### src/rtl/smb_blkbuf_pkg.sv
package smb_blkbuf_pkg;
    localparam int REG_AW = 3;
    localparam logic [REG_AW-1:0] A_STAT = 3'd0;
    localparam logic [REG_AW-1:0] A_CTRL = 3'd1;
    localparam logic [REG_AW-1:0] A_CNT  = 3'd2;
    localparam logic [REG_AW-1:0] A_DATA = 3'd3;
    localparam logic [REG_AW-1:0] A_MODE = 3'd4;

    localparam int ST_DONE = 0;
    localparam int ST_INTR = 1;
    localparam int ST_FAIL = 2;
    localparam int MD_CRC  = 0;
    localparam int MD_BUF  = 1;
endpackage

### src/rtl/smb_blkbuf_store.sv
module smb_blkbuf_store #(
    parameter int DEPTH = 32,
    parameter int W     = 8
) (
    input  logic         clk,
    input  logic         rst_n,
    input  logic         idx_clr,
    input  logic         cpu_wr,
    input  logic         cpu_rd,
    input  logic [W-1:0] cpu_wdata,
    output logic [W-1:0] cpu_rdata,
    input  logic         eng_clr,
    input  logic         eng_wr,
    input  logic         eng_adv,
    input  logic [W-1:0] eng_wdata,
    output logic [W-1:0] eng_rdata
);
    localparam int IW = $clog2(DEPTH + 1);
    localparam int AW = $clog2(DEPTH);
    localparam logic [IW-1:0] LIM = IW'(DEPTH);

    typedef struct packed {
        logic [DEPTH-1:0][W-1:0] mem;
        logic [IW-1:0]           cpu_idx;
        logic [IW-1:0]           eng_idx;
    } st_t;

    st_t st_d, st_q;

    always_comb begin
        st_d = st_q;
        if (idx_clr) begin
            st_d.cpu_idx = '0;
        end else if ((cpu_wr || cpu_rd) && st_q.cpu_idx < LIM) begin
            if (cpu_wr) st_d.mem[st_q.cpu_idx[AW-1:0]] = cpu_wdata;
            st_d.cpu_idx = st_q.cpu_idx + IW'(1);
        end
        if (eng_clr) begin
            st_d.eng_idx = '0;
        end else if ((eng_wr || eng_adv) && st_q.eng_idx < LIM) begin
            if (eng_wr) st_d.mem[st_q.eng_idx[AW-1:0]] = eng_wdata;
            st_d.eng_idx = st_q.eng_idx + IW'(1);
        end
    end

    always_ff @(posedge clk or negedge rst_n) begin
        if (!rst_n) st_q <= '0;
        else        st_q <= st_d;
    end

    assign cpu_rdata = (st_q.cpu_idx < LIM) ? st_q.mem[st_q.cpu_idx[AW-1:0]] : '0;
    assign eng_rdata = (st_q.eng_idx < LIM) ? st_q.mem[st_q.eng_idx[AW-1:0]] : '0;

    // control read returns the software index to entry 0
    p_idx_clr_r2: assert property (@(posedge clk) disable iff (!rst_n)
        idx_clr |=> st_q.cpu_idx == '0);

    // an in-range access steps the index by one
    p_idx_step_r3: assert property (@(posedge clk) disable iff (!rst_n)
        ((cpu_wr || cpu_rd) && !idx_clr && st_q.cpu_idx < LIM)
        |=> st_q.cpu_idx == $past(st_q.cpu_idx) + IW'(1));

    // writes past the end leave storage and index untouched
    p_no_overflow_r4: assert property (@(posedge clk) disable iff (!rst_n)
        (cpu_wr && !idx_clr && !eng_wr && st_q.cpu_idx >= LIM)
        |=> ($stable(st_q.mem) && $stable(st_q.cpu_idx)));
endmodule

### src/rtl/smb_blkbuf_flags.sv
module smb_blkbuf_flags (
    input  logic       clk,
    input  logic       rst_n,
    input  logic       st_wr,
    input  logic [2:0] st_clr,
    input  logic       mode_wr,
    input  logic [1:0] mode_wdata,
    input  logic       set_done,
    input  logic       set_fail,
    input  logic       data_done,
    input  logic       pec_done,
    output logic [2:0] status,
    output logic [1:0] mode
);
    import smb_blkbuf_pkg::*;

    typedef struct packed {
        logic [2:0] sts;
        logic [1:0] mode;
    } fl_t;

    fl_t fl_d, fl_q;
    logic set_intr;

    always_comb begin
        fl_d = fl_q;
        set_intr = fl_q.mode[MD_CRC] ? pec_done : data_done;
        if (st_wr)   fl_d.sts  = fl_q.sts & ~st_clr;
        if (mode_wr) fl_d.mode = mode_wdata;
        if (set_done) fl_d.sts[ST_DONE] = 1'b1;
        if (set_intr) fl_d.sts[ST_INTR] = 1'b1;
        if (set_fail) fl_d.sts[ST_FAIL] = 1'b1;
    end

    always_ff @(posedge clk or negedge rst_n) begin
        if (!rst_n) fl_q <= '0;
        else        fl_q <= fl_d;
    end

    assign status = fl_q.sts;
    assign mode   = fl_q.mode;

    // mode bits read back what was written
    p_mode_rb_r1: assert property (@(posedge clk) disable iff (!rst_n)
        mode_wr |=> mode == $past(mode_wdata));

    // a 1 written to byte-complete clears it unless a new byte lands
    p_done_clr_r6: assert property (@(posedge clk) disable iff (!rst_n)
        (st_wr && st_clr[ST_DONE] && !set_done) |=> !status[ST_DONE]);

    // with CRC on, data completion alone never raises the interrupt
    p_intr_pec_r9: assert property (@(posedge clk) disable iff (!rst_n)
        (mode[MD_CRC] && !mode_wr && !pec_done && !status[ST_INTR]) |=> !status[ST_INTR]);
endmodule

### src/rtl/smb_blkbuf.sv
module smb_blkbuf #(
    parameter int DEPTH = 32
) (
    input  logic       clk,
    input  logic       rst_n,
    input  logic       reg_wr,
    input  logic       reg_rd,
    input  logic [2:0] reg_addr,
    input  logic [7:0] reg_wdata,
    output logic [7:0] reg_rdata,
    input  logic       eng_start,
    input  logic       eng_rx_vld,
    input  logic [7:0] eng_rx_byte,
    input  logic       eng_tx_take,
    output logic [7:0] eng_tx_byte,
    output logic [7:0] eng_count,
    output logic       eng_hold,
    output logic       eng_last,
    output logic       eng_crc_en,
    input  logic       eng_data_done,
    input  logic       eng_pec_done,
    output logic       irq
);
    import smb_blkbuf_pkg::*;

    localparam int W = 8;

    typedef struct packed {
        logic [W-1:0] ctrl;
        logic [W-1:0] count;
        logic [W-1:0] hold_byte;
        logic         first;
    } top_t;

    top_t t_d, t_q;

    logic [2:0]   status;
    logic [1:0]   mode;
    logic         buf_en;
    logic         rx_count, rx_data, bad_count;
    logic         cpu_data_wr, cpu_data_rd;
    logic [W-1:0] store_cpu_rdata, store_eng_rdata;

    assign buf_en      = mode[MD_BUF];
    assign rx_count    = eng_rx_vld && t_q.first;
    assign rx_data     = eng_rx_vld && !t_q.first;
    assign bad_count   = (eng_rx_byte == '0) || (int'(eng_rx_byte) > DEPTH);
    assign cpu_data_wr = reg_wr && reg_addr == A_DATA;
    assign cpu_data_rd = reg_rd && reg_addr == A_DATA;

    always_comb begin
        t_d = t_q;
        if (reg_wr && reg_addr == A_CTRL) t_d.ctrl  = reg_wdata;
        if (reg_wr && reg_addr == A_CNT)  t_d.count = reg_wdata;
        if (rx_count)                     t_d.count = eng_rx_byte;
        if (!buf_en && cpu_data_wr)       t_d.hold_byte = reg_wdata;
        if (!buf_en && rx_data)           t_d.hold_byte = eng_rx_byte;
        if (eng_start)                    t_d.first = 1'b1;
        else if (eng_rx_vld)              t_d.first = 1'b0;
    end

    always_ff @(posedge clk or negedge rst_n) begin
        if (!rst_n) t_q <= '0;
        else        t_q <= t_d;
    end

    smb_blkbuf_store #(.DEPTH(DEPTH), .W(W)) u_store (
        .clk       (clk),
        .rst_n     (rst_n),
        .idx_clr   (reg_rd && reg_addr == A_CTRL),
        .cpu_wr    (buf_en && cpu_data_wr),
        .cpu_rd    (buf_en && cpu_data_rd),
        .cpu_wdata (reg_wdata),
        .cpu_rdata (store_cpu_rdata),
        .eng_clr   (eng_start),
        .eng_wr    (buf_en && rx_data),
        .eng_adv   (buf_en && eng_tx_take),
        .eng_wdata (eng_rx_byte),
        .eng_rdata (store_eng_rdata)
    );

    smb_blkbuf_flags u_flags (
        .clk        (clk),
        .rst_n      (rst_n),
        .st_wr      (reg_wr && reg_addr == A_STAT),
        .st_clr     (reg_wdata[2:0]),
        .mode_wr    (reg_wr && reg_addr == A_MODE),
        .mode_wdata (reg_wdata[1:0]),
        .set_done   (!buf_en && (rx_data || eng_tx_take)),
        .set_fail   (buf_en && rx_count && bad_count),
        .data_done  (eng_data_done),
        .pec_done   (eng_pec_done),
        .status     (status),
        .mode       (mode)
    );

    always_comb begin
        case (reg_addr)
            A_STAT:  reg_rdata = {5'b0, status};
            A_CTRL:  reg_rdata = t_q.ctrl;
            A_CNT:   reg_rdata = t_q.count;
            A_DATA:  reg_rdata = buf_en ? store_cpu_rdata : t_q.hold_byte;
            A_MODE:  reg_rdata = {6'b0, mode};
            default: reg_rdata = '0;
        endcase
    end

    assign eng_tx_byte = buf_en ? store_eng_rdata : t_q.hold_byte;
    assign eng_count   = t_q.count;
    assign eng_hold    = status[ST_DONE] || status[ST_FAIL];
    assign eng_last    = !buf_en && t_q.ctrl[0];
    assign eng_crc_en  = mode[MD_CRC];
    assign irq         = status[ST_INTR];

    // an out-of-range count in buffered mode stalls the engine
    p_bad_count_r10: assert property (@(posedge clk) disable iff (!rst_n)
        (buf_en && rx_count && bad_count) |=> eng_hold);

    // the first received byte becomes the count
    p_count_load_r5: assert property (@(posedge clk) disable iff (!rst_n)
        rx_count |=> eng_count == $past(eng_rx_byte));
endmodule

### config.mk
export PLATFORM = sky130hd
export DESIGN_NAME = smb_blkbuf
export DESIGN_NICKNAME = d
export VERILOG_FILES = /design/src/rtl/smb_blkbuf_pkg.sv /design/src/rtl/smb_blkbuf_store.sv /design/src/rtl/smb_blkbuf_flags.sv /design/src/rtl/smb_blkbuf.sv
export SDC_FILE = /design/constraint.sdc
export NUM_CORES = 1
export LEC_CHECK = 0
export ABC_AREA = 1
export BUFFER_PORTS_ARGS = -buffer_cell sky130_fd_sc_hd__buf_2
export CAP_MARGIN = 25
export CORE_UTILIZATION = 25
export DETAILED_ROUTE_END_ITERATION = 10
export PLACE_DENSITY = 0.46
export SYNTH_ARGS = -nofsm -noshare
export SYNTH_HDL_FRONTEND = slang
export SYNTH_HIERARCHICAL = 1
export SYNTH_SLANG_ARGS = --single-unit
### constraint.sdc
create_clock -name clk -period 2.16 [get_ports clk]
set_input_delay 0.432 -clock clk [delete_from_list [all_inputs] [get_ports clk]]
set_output_delay 0.432 -clock clk [all_outputs]
set_load 0.03 [all_outputs]
==> metrics <==
status finished, violations left; failing checks negative setup slack; Top Metal Used met4; CTS Sinks 298; I/O pin cnt 56; syn_area_per_cell 6.173 um^2; Setup crit end kind output pin; CTS root buf clkbuf_16; GRT overflow 0; clk_lat worst skew 0.58 ns; Yosys warning total 6; largest net degree at the start of global routing 73; share of layout cells above drive strength 1 22.76%; htree depth 2; final net count 3660; FP Rows 104; global-route wire length before repair 147200 um; gr usage total 23.89%; FF+latch count, synth 298; maximum vdd drop 504.2 uV; delay-heaviest family, CP buffers and inverters; via count of the first global-routing pass 21430; DR pass1 iterations 5; Pleak 0.01412 uW; Max Fclk 320.9 MHz; Synth area leaders dfrtp_1, nand2_1, nand3_1; Hold Fails Final Rpt 0; post-synth cell types 33; sw frac 40.85%; DRC 0; PwrDens 856.2 mW/mm^2; CP required 1.73 ns; final wirelength 101500 um; Syn Nets 3373; Top cell by count, worst path nand2_1; Fillers 8751; leading area contributor after synthesis dfrtp_1; detailed placer's ending HPWL 68430 um; Buffers on Ports 55; setup slack after layout -0.9563 ns; sequential group share of total power 27.0%; Mapped Cells 3337; CP Cell Sequence buf_12 -> clkinv_16 -> buf_12 -> buf_4 -> buf_8 -> nand2_1 -> nand3_1 -> nand2_1 -> nand2_1 -> nand2_1 -> nor2_4 -> a21oi_4 -> nand2_2 -> nand2_1 -> buf_6; Worst slew margin 38.68%; final core occ 34.84%; final setup fails 212; crit path time final 3.116 ns; Metal-1 WL 45020 um; Synth Flop Type dfrtp_1; max-cap check violation count 0; most frequent cell after synthesis nand2_1; Bufs on Longest Clock Path 3; power consumption 24180 uW; Commonest cells post-synth nand2_1, nand3_1, inv_1; met2 WL 44350 um; worst-path fanout max 6; initial core utilization 25.41%; Num CTS Buffers 40; Pint 14300 uW; Final Cycle Share 144.3%; Syn-to-layout area delta 37.11%; Final ANT Viol Nets 0; CTS tree done; worst reg-to-reg path cell count 16; post-synthesis sequential area ratio 36.20%; top cell type's share of synthesized area 36.20%; DR vias/cell 4.990; Async SR Flop Fraction 100.0%; core footprint 0.08107 mm^2; NetSw 9879 uW; setup TNS -61.20 ns; GPL Wtd Cong 0.9378; Mapped Area 0.02060 mm^2; worst clock skew 0.02602 ns; crit start category flop; Worst-Margin Slew 0.9141 ns; EDFF count, synth 0; area of the multi-input gates 0.01190 mm^2; antenna violations before repair 3; RSZ-0062 raised after global routing yes; Crit path arrival time 2.68 ns; Critical path buffers and inverters 6; Die Y 289.0 um; Crit Path Category flop to output pin; Hold Path Class input port to flop; Hold Path Depth 3; Crit. path cell count 15; Logic pwr share 45.2%; die area 0.08355 mm^2; Hold WS 0.08340 ns; WL/cell 21.53 um; total number of vias 23520; DRT iter0 DRCs 2310; chip width 289.0 um; slowest stage delay, CP 0.47 ns; Pins Over Slew Limit 0; clock-pin slew on the worst setup and hold paths 0.06 ns; FF/Latch Area 0.007470 mm^2; WL met3 7586 um; Post-Place Worst Slack -0.6184 ns; clock network power share 27.8%; CP max stage cell dfrtp_4
[through the flow]
stage               std cells  cell area (um^2)
floorplan                3337             20700
global placement         4570             24460
detailed placement       4570             24460
CTS                      4691             27420
global route             4711             28240
finish                   4713             28240
[layout make-up]
class,count,share of cell area (%)
diodes,2,0.01772
repair buffers,459,17.24
clock buffers,51,3.867
flip-flops and latches,298,26.45
repair inverters,2,0.1639
well taps,1060,4.696
multi-input cells,2475,42.15
clock inverters,18,0.6468
inverters,348,4.776
[tightest hold or removal path: stages]
cell,delay (ns)
buf_2,0.07
nand2_1,0.04
nand3_1,0.07
[power groups by stage]
stage          Combinational [uW]  Sequential (uW)  Clock, uW
2_1_floorplan                4910             6500          0
3_3_place_gp                 8460             6610          0
3_5_place_dp                 8420             6610          0
4_1_cts                     10200             6510       6870
5_1_grt                     11600             6590       7060
6_report                    10900             6520       6730
[sequential cells by signal (all words and copies together), names as in the netlist]
name and cells:
u_store/st_q 268, u_flags/mode 2, u_flags/status 3, t_q 17
eng_count 8
[path summary, 6_finish.rpt]
path	startpoint	to	slack, ns
min	eng_pec_done	u_flags/status[1]$_DFFE_PN0P_	0.08
max in group asynchronous	rst_n	u_store/st_q[217]$_DFF_PN0_	1.09
max reg2reg	u_store/st_q[6]$_DFFE_PN0P_	u_store/st_q[254]$_DFF_PN0_	-0.46
min in group asynchronous	rst_n	u_store/st_q[95]$_DFF_PN0_	0.32
min reg2reg	t_q[19]$_DFFE_PN0P_	t_q[19]$_DFFE_PN0P_	0.47
max	u_store/st_q[0]$_DFFE_PN0P_	eng_tx_byte[7]	-0.96
[layout by cell type (no fill, tap or decap), types with 6 or more instances in the layout]
master | Yosys | routed
nand2_1 | 1403 | 1267
inv_1 | 328 | 321
nand3_1 | 341 | 302
dfrtp_1 | 298 | 292
buf_4 | 10 | 275
o21ai_0 | 317 | 255
nand2_2 | 5 | 131
nor2_1 | 156 | 120
buf_12 | 0 | 69
o21ai_1 | 10 | 68
o211ai_1 | 59 | 59
a21oi_1 | 74 | 57
clkbuf_16 | 0 | 47
buf_6 | 2 | 47
nand3_2 | 3 | 42
nor2_4 | 9 | 40
o22ai_1 | 39 | 39
buf_2 | 37 | 38
nor2_2 | 20 | 25
inv_2 | 11 | 18
buf_16 | 0 | 15
nor3_1 | 12 | 12
nand2_4 | 3 | 12
clkinv_2 | 0 | 12
a21oi_4 | 0 | 11
buf_8 | 0 | 7
clkinv_1 | 9 | 7
clkbuf_1 | 145 | 6
o21ai_2 | 2 | 6
a21oi_2 | 0 | 6
[routing by layer]
metal	vias up	GRT usage, %
met5	-	0
met1	11150	33.41
li1	11110	-
met2	1053	36.65
met3	196	3.520
met4	0	9.763
[cells by family after synthesis]
kind of cell | after synthesis | synth area share, %
DFF | 298 | 36.20
AOI/OAI and AO/OA | 506 | 13.35
buffers and inverters | 564 | 10.90
and+or+nand+nor | 1961 | 39.06
adders and majority gates | 8 | 0.4860
[timing repair]
item,in CTS,in global routing
hold endpoints to repair,19,0
endpoints found under the setup margin,220,271
cloned,22,7
hold buffers,1,0
resized for setup,209,260
pin swaps,93,123
setup buffers,36,24
No activity file was read; power rests on OpenSTA's default activity.
